File: src/rtl/pit_pkg.sv
package pit_pkg;

   // Width of the interval select code
   localparam int unsigned PIT_CODE_W = 4;

   typedef logic [PIT_CODE_W-1:0] pit_code_t;

   // Code that disables ticking
   localparam pit_code_t PIT_CODE_OFF = '0;

   // True when a code lies inside an inclusive band
   function automatic logic code_in_band(input pit_code_t code,
                                         input int unsigned lo,
                                         input int unsigned hi);
      return (int'(code) >= int'(lo)) && (int'(code) <= int'(hi));
   endfunction

endpackage

File: src/rtl/pit_prescaler.sv
module pit_prescaler #(
   parameter int unsigned WIDTH = 15
) (
   input  logic             clk,
   input  logic             rst_n,
   input  logic             run_i,
   output logic [WIDTH-1:0] cnt_o
);

   logic [WIDTH-1:0] cnt_q;

   always_ff @(posedge clk or negedge rst_n) begin
      if (!rst_n)
         cnt_q <= '0;
      else if (run_i)
         cnt_q <= cnt_q + 1'b1;
   end

   assign cnt_o = cnt_q;


   step_chk: assert property (@(posedge clk) disable iff (!rst_n)
      run_i |=> cnt_q == WIDTH'($past(cnt_q) + 1'b1));


   hold_chk: assert property (@(posedge clk) disable iff (!rst_n)
      !run_i |=> $stable(cnt_q));

endmodule

File: src/rtl/pit_tap_select.sv
module pit_tap_select
   import pit_pkg::*;
#(
   parameter int unsigned PRESC_W     = 15,
   parameter int unsigned EVT_LO_CODE = 5,
   parameter int unsigned EVT_HI_CODE = 12
) (
   input  logic               clk,
   input  logic               rst_n,
   input  logic [PRESC_W-1:0] cnt_i,
   input  logic               en_i,
   input  pit_code_t          code_i,
   output logic               tick_o,
   output logic               band_o
);

   localparam int unsigned NUM_CODES = 2 ** PIT_CODE_W;
   localparam int unsigned MAX_CODE  = PRESC_W - 1;

   // Per-code wrap detect: the low bits up to the tap are all ones,
   // so the next increment drops the tap bit from 1 to 0.
   logic [NUM_CODES-1:0] wrap_vec;

   for (genvar g = 0; g < NUM_CODES; g++) begin : g_tap
      if (g >= 1 && g <= MAX_CODE) begin : g_live
         assign wrap_vec[g] = &cnt_i[g:0];
      end else begin : g_dead
         assign wrap_vec[g] = 1'b0;
      end
   end

   assign tick_o = en_i & wrap_vec[code_i];
   assign band_o = code_in_band(code_i, EVT_LO_CODE, EVT_HI_CODE);


   tap_fall_chk: assert property (@(posedge clk) disable iff (!rst_n)
      tick_o |=> !cnt_i[$past(code_i)]);


   off_code_chk: assert property (@(posedge clk) disable iff (!rst_n)
      (code_i == PIT_CODE_OFF || int'(code_i) > int'(MAX_CODE)) |-> !tick_o);

endmodule

File: src/rtl/pit_flag_unit.sv
module pit_flag_unit #(
   parameter bit EVT_EN = 1'b1
) (
   input  logic clk,
   input  logic rst_n,
   input  logic tick_i,
   input  logic band_i,
   input  logic clr_i,
   input  logic irq_en_i,
   output logic flag_o,
   output logic irq_o,
   output logic evt_o
);

   logic flag_q;

   // A tick takes precedence over a clear strobe in the same cycle
   always_ff @(posedge clk or negedge rst_n) begin
      if (!rst_n)
         flag_q <= 1'b0;
      else if (tick_i)
         flag_q <= 1'b1;
      else if (clr_i)
         flag_q <= 1'b0;
   end

   assign flag_o = flag_q;
   assign irq_o  = flag_q & irq_en_i;

   if (EVT_EN) begin : g_evt
      logic evt_q;
      always_ff @(posedge clk or negedge rst_n) begin
         if (!rst_n)
            evt_q <= 1'b0;
         else
            evt_q <= tick_i & band_i;
      end
      assign evt_o = evt_q;


      evt_flag_chk: assert property (@(posedge clk) disable iff (!rst_n)
         evt_q |-> flag_q);
   end else begin : g_no_evt
      assign evt_o = 1'b0;
   end


   set_wins_chk: assert property (@(posedge clk) disable iff (!rst_n)
      tick_i |=> flag_q);


   clr_chk: assert property (@(posedge clk) disable iff (!rst_n)
      (clr_i && !tick_i) |=> !flag_q);

endmodule

File: src/rtl/pit_tick_gen.sv
module pit_tick_gen
   import pit_pkg::*;
#(
   parameter int unsigned PRESC_W     = 15,
   parameter int unsigned EVT_LO_CODE = 5,
   parameter int unsigned EVT_HI_CODE = 12,
   parameter bit          EVT_EN      = 1'b1
) (
   input  logic               clk,
   input  logic               rst_n,
   input  logic               main_active,
   input  logic [3:0]         period_code,
   input  logic               pit_en,
   input  logic               irq_en,
   input  logic               flag_clr,
   output logic [PRESC_W-1:0] prescale_cnt,
   output logic               pit_flag,
   output logic               pit_irq,
   output logic               pit_evt
);

   localparam int unsigned MAX_CODE = PRESC_W - 1;

   // Elaboration-time parameter checks
   if (PRESC_W < 2 || MAX_CODE >= 2 ** PIT_CODE_W) begin : g_bad_width
      $error("pit_tick_gen: PRESC_W out of range for the code width");
   end
   if (EVT_LO_CODE < 1 || EVT_HI_CODE > MAX_CODE || EVT_LO_CODE > EVT_HI_CODE) begin : g_bad_band
      $error("pit_tick_gen: event band outside the valid codes");
   end

   logic      presc_run;
   logic      tick;
   logic      band;
   pit_code_t code;

   assign code      = pit_code_t'(period_code);
   assign presc_run = main_active | pit_en;

   pit_prescaler #(.WIDTH(PRESC_W)) u_presc (
      .clk   (clk),
      .rst_n (rst_n),
      .run_i (presc_run),
      .cnt_o (prescale_cnt)
   );

   pit_tap_select #(
      .PRESC_W     (PRESC_W),
      .EVT_LO_CODE (EVT_LO_CODE),
      .EVT_HI_CODE (EVT_HI_CODE)
   ) u_tap (
      .clk    (clk),
      .rst_n  (rst_n),
      .cnt_i  (prescale_cnt),
      .en_i   (pit_en),
      .code_i (code),
      .tick_o (tick),
      .band_o (band)
   );

   pit_flag_unit #(.EVT_EN(EVT_EN)) u_flag (
      .clk      (clk),
      .rst_n    (rst_n),
      .tick_i   (tick),
      .band_i   (band),
      .clr_i    (flag_clr),
      .irq_en_i (irq_en),
      .flag_o   (pit_flag),
      .irq_o    (pit_irq),
      .evt_o    (pit_evt)
   );


   gate_en_chk: assert property (@(posedge clk) disable iff (!rst_n)
      !pit_en |=> !$rose(pit_flag));


   evt_band_chk: assert property (@(posedge clk) disable iff (!rst_n)
      pit_evt |-> ($past(period_code) >= 4'(EVT_LO_CODE) && $past(period_code) <= 4'(EVT_HI_CODE)));


   irq_follow_chk: assert property (@(posedge clk) disable iff (!rst_n)
      !pit_flag |-> !pit_irq);

endmodule

File: config.mk
export PLATFORM = sky130hd
export DESIGN_NAME = pit_tick_gen
export DESIGN_NICKNAME = d
export VERILOG_FILES = /design/src/rtl/pit_pkg.sv /design/src/rtl/pit_prescaler.sv /design/src/rtl/pit_tap_select.sv /design/src/rtl/pit_flag_unit.sv /design/src/rtl/pit_tick_gen.sv
export SDC_FILE = /design/constraint.sdc
export NUM_CORES = 1
export LEC_CHECK = 0
export BUFFER_PORTS_ARGS = -buffer_cell sky130_fd_sc_hd__buf_2
export CORE_MARGIN = 2
export CORE_UTILIZATION = 48
export CTS_CLUSTER_DIAMETER = 150
export DETAILED_ROUTE_END_ITERATION = 7
export GPL_TIMING_DRIVEN = 0
export PLACE_DENSITY = 0.84
export SYNTH_ARGS = -nofsm -noshare
export SYNTH_HDL_FRONTEND = slang
export SYNTH_SLANG_ARGS = --single-unit
File: constraint.sdc
create_clock -name clk -period 2.2 [get_ports clk]
set_input_delay 0.22 -clock clk [delete_from_list [all_inputs] [get_ports clk]]
set_output_delay 0.22 -clock clk [all_outputs]
set_load 0.01 [all_outputs]
==> impl_metrics.csv, run 1 <==
group,metric,value,unit
timing,unrepaired_setup_endpoints_after_global_routing,"false",
pwr,ir_drop,562,µV
global_routing,first_global_vias,772,
layout,final_common_cell,"buf_2",
die,num_io_pins,28,
layout,n_fill_cell,156,
die,fp.coreArea,0.00190,mm²
layout,number_of_nets_in_the_finished_design,138,
layout,flow.area_growth_from_synthesis,21.2,%
place,dpl-instance-area,0.00111,mm²
detailed_routing,route.detailed.wl_per_inst,12.2,µm
layout,diodes,0,
yosys,sequential_area_share_after_synthesis,45.1,%
timing,highest_attainable_clock_frequency,0.502,GHz
yosys,synthesis.instances,92,
die,floorplan.initialDensity,49.6,%
clocking,clock_tree.buffer_depth,2,
critical_path,setup.worst_path.class,"flip-flop to flip-flop",
yosys,average_cell_area_after_synthesis,10.3,µm²
hold_path,hold_end,"u_flag.flag_o",
yosys,ys_seq_elements,17,
hold_path,hold_path_class,"primary input to flip-flop",
outcome,run_status,"finished, final reports clean",
critical_path,worst-endpoint-required,2.41,ns
yosys,postSynthNetCount,106,
yosys,synth_cell_type_count,33,
timing,slew_headroom,69.7,%
global_routing,global_route_wire_length_before_repair,3170,µm
die,std_cell_rows,16,
detailed_routing,drt-vias-per-instance,5.33,
yosys,async_reset_ff_share,100,%
timing,min_period,1.99,ns
layout,layout-drive-gt1-share,33.3,%
global_routing,grt_usage,17.2,%
place,dp_hpwl,1450,µm
layout,layout.cells.most_common_list,"buf_2, dfrtp_1, xnor2_1, nand2_1",
clocking,htreeDepth,1,
critical_path,ff2ff_path_depth,9,
detailed_routing,detailedRoute.firstIterationViolations,18,
yosys,synth-edff-count,0,
hold_path,holdPathStages,3,
timing,timing.final.crit_share,90.5,%
die,die_area,0.00234,mm²
pwr,totalPowerFinal,0.000989,W
clocking,clockRootBuffer,"clkbuf_4",
pwr,power.density_cell_area,865,mW/mm²
timing,finalMaxSlewViolations,0,
critical_path,start_kind,"flip-flop",
detailed_routing,drt.antenna.violating_nets,0,
timing,worst_pin_slew,0.454,ns
critical_path,worst-endpoint-arrival,2.21,ns
timing,fin_skew,0.00427,ns
global_routing,pin_count_of_the_biggest_net_entering_global_routing,18,
hold_path,worstHoldStart,"flag_clr",
place,dp_slack,0.248,ns
timing,final.setup.worst_slack,0.209,ns
yosys,synth_top_cell_area_share,45.1,%
layout,finish.instance_area,0.00114,mm²
yosys,synth_top_flop_cell,"dfrtp_1",
detailed_routing,drt_pre_antenna_iters,4,
detailed_routing,via_count,799,
global_routing,grt-ovfl-total,0,
timing,timing.final.setup_violations,0,
die,die-width,48.3,µm
die,die_y,48.3,µm
detailed_routing,drc_errors,0,
critical_path,worstReg2RegEnd,"u_flag.evt_o",
flow_run,timing.max_cap.violations,0,
detailed_routing,routed_wirelength,1830,µm
clocking,clk-insertion-delay-late,0.28,ns
critical_path,crit_path_end_kind,"flip-flop",
yosys,post_synth_instance_area,943,µm²
critical_path,critical_path.reg2reg.startpoint,"u_presc.cnt_o[0]",
critical_path,worst-r2r-setup-slack,0.21,ns
place,numPortBuffers,26,
clocking,path_clk_slew,0.09,ns
clocking,clock-sinks,17,
yosys,synthTopCellsByArea,"dfrtp_1, xnor2_1, ha_1",
clocking,tritoncts,"done",
yosys,netlist.top_cell.by_area,"dfrtp_1",
yosys,yosys_warnings,0,
critical_path,crit_path_max_fanout,4,
pwr,p_leak,0.554,nW
place,routabilityCongestion,0.873,
timing,hold_violations,0,
global_routing,initial_antenna_violation_count,0,
clocking,numCtsBuffers,3,
timing,fin_tns_setup,0,ns
## cell families (layout without fill, tap and decap cells)
logic type	after synthesis	after routing	share of synthesized area [%]
buf+inv	6	37	2.52
fa+ha+maj	4	4	5.31
mux	5	5	5.84
simple gates	33	33	19.9
compound gates	16	16	11.1
flops	17	17	45.1
xor+xnor	11	11	10.2
## layer usage
layer | part of all wire, % | wire (µm) | vias to the layer above | GRT usage [%]
met5 | 0 | 0 | - | 0
met3 | 3.2 | 59 | 2 | 3.09
li1 | - | - | 387 | -
met1 | 45 | 819 | 391 | 20.2
met2 | 52 | 943 | 19 | 30.8
met4 | 0.44 | 8 | 0 | 7.62
## synth_stat cells, types with 3 or more instances
cell type  instances
nand2_1            7
mux2_2             4
nor2_1             5
nand4_1            3
o21ai_0            5
ha_1               4
nand3_1            3
nor3_1             3
xor2_1             3
dfrtp_1           17
xnor2_1            8
inv_1              5
## critical path, cell delays in order, from the launching register on
cell     delay (ns)
dfrtp_1        0.42
ha_1           0.23
nand2_1        0.08
or2_2          0.34
nor2_1         0.12
ha_1           0.15
nor4_1         0.05
nor3_1         0.18
nand4_1        0.17
mux2i_1        0.16
## sequential cells by signal, summed over array words and instances (netlist names)
signal	count
u_flag.evt_o	1
u_flag.flag_o	1
u_presc.cnt_o	15
## stage by stage
step	util, %	hold slack [ns]	std cells
3_3_place_gp	58.2	0.154	145
4_1_cts	60.1	0.232	150
6_report	60.1	0.240	150
5_1_grt	60.1	0.249	150
2_1_floorplan	-	-0.0756	92
3_5_place_dp	58.2	0.159	145
## power breakdown
part / leakage, nW / internal [W] / switching (W)
Clock: 0.0150 / 0.0000704 / 0.0000924
Combinational: 0.324 / 0.000168 / 0.000167
Sequential: 0.216 / 0.000388 / 0.000103
Total: 0.554 / 0.000627 / 0.000363
## area by class of cell
class	count	area, µm²	area share, %
Timing Repair Buffer	27	140	12.3
Sequential cell	17	425	37.2
Clock buffer	4	26.3	2.30
Multi-Input combinational cell	69	494	43.2
Inverter	5	18.8	1.64
Buffer	1	5.00	0.438
Tap cell	27	33.8	2.95
## worst max-delay path by stage
stage                               to  cells after the start  slack (ns)             start
final                     u_flag.evt_o                      9        0.21  u_presc.cnt_o[0]
after floorplan           u_flag.evt_o                      9        0.41  u_presc.cnt_o[0]
after CTS                 u_flag.evt_o                      9        0.22  u_presc.cnt_o[0]
after global placement    u_flag.evt_o                      9        0.32  u_presc.cnt_o[0]
after detailed placement  u_flag.evt_o                      9        0.25  u_presc.cnt_o[0]
after global routing      u_flag.evt_o                      9        0.05  u_presc.cnt_o[0]
## repair_timing
action | 4_1_cts | 5_1_grt
endpoints found under the hold margin | 17 | 0
buffers inserted | 0 | 0
gates resized for setup | 0 | 0
hold buffers | 1 | 0
(Power assumes the default switching activity.)
==> run 2: changes to the inputs <==
Settings changed: BUFFER_PORTS_ARGS -buffer_cell sky130_fd_sc_hd__buf_2 to unset, DONT_BUFFER_PORTS set to 1, PLACE_DENSITY 0.84 to 0.72.
==> impl_metrics.csv, run 2 (synthesized netlist as in run 1, its figures left out) <==
group,metric,value,unit
timing,slew_headroom,50.1,%
die,fp.coreArea,0.00190,mm²
critical_path,crit_chain,"ha_1 -> nand2_1 -> or2_2 -> nor2_1 -> ha_1 -> nor4_1 -> nor3_1 -> nand4_1 -> mux2i_1",
timing,highest_attainable_clock_frequency,0.488,GHz
layout,n_fill_cell,172,
detailed_routing,drt_pre_antenna_iters,4,
global_routing,first_global_vias,667,
critical_path,critPathMostFrequentCell,"ha_1",
timing,finalMaxSlewViolations,0,
pwr,ir_drop,458,µV
timing,min_period,2.05,ns
die,std_cell_rows,16,
critical_path,start_kind,"flip-flop",
outcome,run_status,"finished, final reports clean",
clocking,path_clk_slew,0.09,ns
clocking,cts_setup_buffers,0,
critical_path,critical_path.slowest_cell,"dfrtp_1",
critical_path,setup.worst_path.class,"flip-flop to flip-flop",
global_routing,global_route_wire_length_before_repair,3050,µm
clocking,clockRootBuffer,"clkbuf_4",
global_routing,pin_count_of_the_biggest_net_entering_global_routing,18,
timing,timing.final.setup_violations,0,
detailed_routing,drc_errors,0,
critical_path,critical_path.reg2reg.startpoint,"u_presc.cnt_o[0]",
critical_path,worst-endpoint-required,2.41,ns
pwr,p_seq_share,58.9,%
detailed_routing,routed_wirelength,1680,µm
layout,flow.area_growth_from_synthesis,7.56,%
global_routing,grt_usage,17.0,%
critical_path,ff2ff_path_depth,9,
detailed_routing,drt-vias-per-instance,5.54,
place,numPortBuffers,0,
clocking,numCtsBuffers,3,
die,die-width,48.3,µm
timing,timing.final.crit_share,93.1,%
critical_path,crit_path_end_kind,"flip-flop",
critical_path,worstReg2RegEnd,"u_flag.evt_o",
place,dp_hpwl,1300,µm
detailed_routing,detailedRoute.firstIterationViolations,11,
critical_path,worst-r2r-setup-slack,0.15,ns
pwr,switch_pwr,0.000343,W
die,die_y,48.3,µm
layout,largest_reg_flops,15,
hold_path,hold_path_class,"primary input to flip-flop",
clocking,clock-sinks,17,
timing,fin_tns_setup,0,ns
timing,hold_violations,0,
timing,worst_pin_slew,0.746,ns
layout,diodes,0,
detailed_routing,drt.antenna.violating_nets,0,
pwr,share_clk_of_total_power,18.1,%
clocking,htreeDepth,1,
clocking,tritoncts,"done",
critical_path,critPathTopFamily,"simple AND/OR/NAND/NOR gates",
layout,number_of_nets_in_the_finished_design,112,
critical_path,cp_slowest_stage_delay,0.47,ns
pwr,cell_internal_power_dissipation,0.000570,W
die,die_area,0.00234,mm²
die,num_io_pins,28,
layout,layout-drive-gt1-share,16.5,%
layout,finalCoreUtilization,53.4,%
hold_path,hold_end,"u_flag.flag_o",
layout,layout.cells.most_common_list,"dfrtp_1, xnor2_1, nand2_1",
global_routing,initial_antenna_violation_count,0,
clocking,clock_tree.buffer_depth,2,
critical_path,worst-endpoint-arrival,2.26,ns
detailed_routing,via_count,687,
global_routing,grt-ovfl-total,0,
place,routabilityCongestion,0.856,
pwr,p_leak,0.440,nW
timing,fin_skew,0.00354,ns
hold_path,holdPathStages,2,
pwr,comb_power_share,23.0,%
pwr,power.density_cell_area,899,mW/mm²
flow_run,timing.max_cap.violations,0,
hold_path,worstHoldStart,"flag_clr",
pwr,switching_share_of_power,37.6,%
detailed_routing,route.detailed.wl_per_inst,13.6,µm
layout,final_common_cell,"dfrtp_1",
pwr,totalPowerFinal,0.000913,W
critical_path,crit_path_max_fanout,4,
die,floorplan.initialDensity,49.6,%
critical_path,path_buf_inv,0,
timing,unrepaired_setup_endpoints_after_global_routing,"false",
clocking,clk-insertion-delay-late,0.29,ns
-- run 2: repair_timing --
action,CTS,global route
hold buffers,1,0
gates resized for setup,0,0
hold endpoints to repair,17,0
-- run 2: worst max path at each step --
stage	startpoint	endpoint	slack, ns	cells past startpoint
3_5_place_dp	u_presc.cnt_o[0]	u_flag.evt_o	0.19	9
6_report	u_presc.cnt_o[0]	u_flag.evt_o	0.15	9
2_1_floorplan	u_presc.cnt_o[0]	u_flag.evt_o	0.41	9
5_1_grt	u_presc.cnt_o[0]	u_flag.evt_o	0.004	9
3_3_place_gp	u_presc.cnt_o[0]	u_flag.evt_o	0.23	9
4_1_cts	u_presc.cnt_o[0]	u_flag.evt_o	0.15	9
-- run 2: routing by layer --
layer  vias to the layer above  global-route usage [%]  wire length, µm
li1                        335                       -                -
met1                       319                    21.8              753
met2                        27                    25.0              752
met3                         6                    5.56              133
met4                         0                    10.0               44
met5                         -                       0                0
-- run 2: per-stage QoR --
step / instance area (µm²) / hold WS (ns) / instances / setup slack (ns)
after global routing: 1010 / 0.145 / 124 / 0.00404
after CTS: 1010 / 0.110 / 124 / 0.151
after detailed placement: 977 / -0.0752 / 119 / 0.193
after floorplan: 943 / -0.0756 / 92 / 0.412
after global placement: 977 / -0.0752 / 119 / 0.225
final: 1010 / 0.121 / 124 / 0.152
-- run 2: final cells by class --
cell class                 instances  area [µm²]  share of cell area, %
multi-input combinational         69         494                   48.7
sequential                        17         425                   41.9
tap                               27        33.8                   3.33
clock buffer                       3        22.5                   2.22
inverter                           5        18.8                   1.85
timing repair buffer               1        10.0                  0.986
clock inverter                     1        5.00                  0.493
buffer                             1        5.00                  0.493
-- run 2: power groups by stage --
stage / Sequential (W) / Combinational, W / Clock (W)
floorplan: 0.000517 / 0.000177 / 0
global placement: 0.000540 / 0.000198 / 0
detailed placement: 0.000544 / 0.000208 / 0
CTS: 0.000538 / 0.000216 / 0.000173
global route: 0.000557 / 0.000247 / 0.000187
finish: 0.000538 / 0.000210 / 0.000165
-- run 2: worst register-to-register path, stage by stage (launching register included) --
cell and delay, ns:
dfrtp_1 0.47, ha_1 0.24, nand2_1 0.08, or2_2 0.35, nor2_1 0.12, ha_1 0.16, nor4_1 0.05, nor3_1 0.18
nand4_1 0.16, mux2i_1 0.16
==> run 3: changes to the inputs <==
Settings changed: REMOVE_ABC_BUFFERS set to 1.
==> impl_metrics.csv, run 3 (synthesized netlist as in run 1, its figures left out) <==
group,metric,value,unit
clocking,cts_setup_buffers,0,
clocking,numCtsBuffers,3,
clocking,clock_tree.buffer_depth,2,
place,numPortBuffers,0,
timing,fin_tns_setup,0,ns
global_routing,grt_usage,16.6,%
place,dpl-instance-area,972,µm²
detailed_routing,drt-vias-per-instance,5.55,
place,routabilityCongestion,0.832,
timing,final.setup.worst_slack,0.203,ns
pwr,switch_pwr,0.000343,W
global_routing,initial_antenna_violation_count,0,
place,dp_slack,0.188,ns
layout,diodes,0,
layout,largest_reg_flops,15,
hold_path,hold_path_class,"primary input to flip-flop",
global_routing,global_route_wire_length_before_repair,2950,µm
detailed_routing,drc_errors,0,
die,fp.coreArea,0.00190,mm²
detailed_routing,detailedRoute.firstIterationViolations,11,
critical_path,setup.worst_path.class,"flip-flop to flip-flop",
clocking,tritoncts,"done",
die,floorplan.initialDensity,49.6,%
layout,layout-drive-gt1-share,15.6,%
die,std_cell_rows,16,
global_routing,grt-ovfl-total,0,
die,die_area,0.00234,mm²
pwr,share_clk_of_total_power,18.2,%
timing,highest_attainable_clock_frequency,0.501,GHz
clocking,clk-insertion-delay-late,0.29,ns
place,dp_hpwl,1330,µm
timing,finalMaxSlewViolations,0,
pwr,cell_internal_power_dissipation,0.000575,W
detailed_routing,drt.antenna.violating_nets,0,
clocking,clock-sinks,17,
hold_path,holdPathStages,2,
detailed_routing,drt_pre_antenna_iters,4,
clocking,path_clk_slew,0.09,ns
global_routing,pin_count_of_the_biggest_net_entering_global_routing,18,
timing,hold_violations,0,
pwr,ir_drop,507,µV
outcome,run_status,"finished, final reports clean",
layout,final_common_cell,"dfrtp_1",
clocking,clockRootBuffer,"clkbuf_4",
clocking,htreeDepth,1,
critical_path,crit_start,"u_presc.cnt_o[1]",
die,num_io_pins,28,
critical_path,ff2ff_path_depth,9,
timing,timing.final.setup_violations,0,
layout,flow.area_growth_from_synthesis,7.03,%
critical_path,start_kind,"flip-flop",
layout,n_fill_cell,168,
die,die-width,48.3,µm
pwr,comb_power_share,22.9,%
detailed_routing,routed_wirelength,1750,µm
critical_path,critical_path.reg2reg.startpoint,"u_presc.cnt_o[1]",
die,die_y,48.3,µm
timing,worst_pin_slew,0.728,ns
detailed_routing,via_count,683,
critical_path,worst-endpoint-required,2.42,ns
timing,fin_skew,0.00229,ns
detailed_routing,route.detailed.wl_per_inst,14.2,µm
pwr,p_leak,0.433,nW
layout,number_of_nets_in_the_finished_design,111,
critical_path,worst-endpoint-arrival,2.21,ns
timing,min_period,2.00,ns
pwr,p_seq_share,58.8,%
critical_path,crit_path_end_kind,"flip-flop",
timing,slew_headroom,51.3,%
timing,unrepaired_setup_endpoints_after_global_routing,"false",
pwr,power.density_cell_area,910,mW/mm²
layout,layout.cells.most_common_list,"dfrtp_1, xnor2_1, nand2_1",
critical_path,crit_path_max_fanout,4,
timing,timing.final.crit_share,90.8,%
flow_run,timing.max_cap.violations,0,
layout,finish.instance_area,0.00101,mm²
pwr,switching_share_of_power,37.4,%
global_routing,first_global_vias,680,
hold_path,worstHoldStart,"flag_clr",
==> run 3: cell types whose count changed in the layout (fill, tap and decap cells not counted) <==
cell / before / now
dfrtp_1: 17 / 16
clkinv_2: 1 / 0
dfrtp_2: 0 / 1
clkbuf_1: 0 / 1
buf_2: 1 / 0
==> run 3: path summary, 6_finish.rpt <==
kind / slack (ns) / to
worst min-delay path: 0.11 / u_flag.flag_o
worst min register to register: 0.54 / u_presc.cnt_o[0]
worst max-delay path: 0.20 / u_flag.evt_o
max in group asynchronous: 1.28 / u_presc.cnt_o[0]
min in group asynchronous: 0.42 / u_presc.cnt_o[13]
worst max register to register: 0.20 / u_flag.evt_o
==> run 3: layer usage <==
metal  share of wire [%]  wire length, µm  global-route usage, %  up-vias
met2                  47              819                   26.4       30
met3                 7.6              133                   5.25        5
met1                  43              751                   19.6      310
met4                 2.5               44                   10.5        0
li1                    -                -                      -      338
met5                   0                0                      0        -
==> run 3: area by class of cell <==
type | instances | area, µm² | area share (%)
multi-input combinational | 69 | 494 | 48.9
sequential | 17 | 427 | 42.3
tap | 27 | 33.8 | 3.35
clock buffer | 4 | 26.3 | 2.60
inverter | 5 | 18.8 | 1.86
timing repair buffer | 1 | 10.0 | 0.991
==> run 3: power by group through the flow <==
stage | sequential [W] | combinational [W] | clock (W)
floorplan | 0.000517 | 0.000174 | 0
global placement | 0.000539 | 0.000197 | 0
detailed placement | 0.000545 | 0.000205 | 0
CTS | 0.000539 | 0.000216 | 0.000173
global route | 0.000554 | 0.000248 | 0.000189
finish | 0.000541 | 0.000211 | 0.000168
==> run 3: worst max-delay path, stage by stage, from the launching register on <==
cell     delay [ns]
dfrtp_1        0.44
ha_1           0.23
nand2_1        0.08
or2_2          0.35
nor2_1         0.13
ha_1           0.16
nor4_1         0.05
nor3_1         0.16
nand4_1        0.15
mux2i_1        0.17
==> run 3: metrics by stage <==
step           power [W]  util, %  hold slack, ns  std cells
3_5_place_dp    0.000750     51.1         -0.0753        118
5_1_grt         0.000991     53.1           0.126        123
3_3_place_gp    0.000736     51.1         -0.0752        118
2_1_floorplan   0.000691        -         -0.0756         91
6_report        0.000919     53.1           0.114        123
4_1_cts         0.000928     53.0           0.111        123
==> run 3: repair_timing <==
| action | 4_1_cts | 5_1_grt |
|---|---|---|
| endpoints found under the hold margin | 17 | 0 |
| endpoints found under the setup margin | 0 | 1 |
| hold buffers | 1 | 0 |
| resized for setup | 0 | 1 |
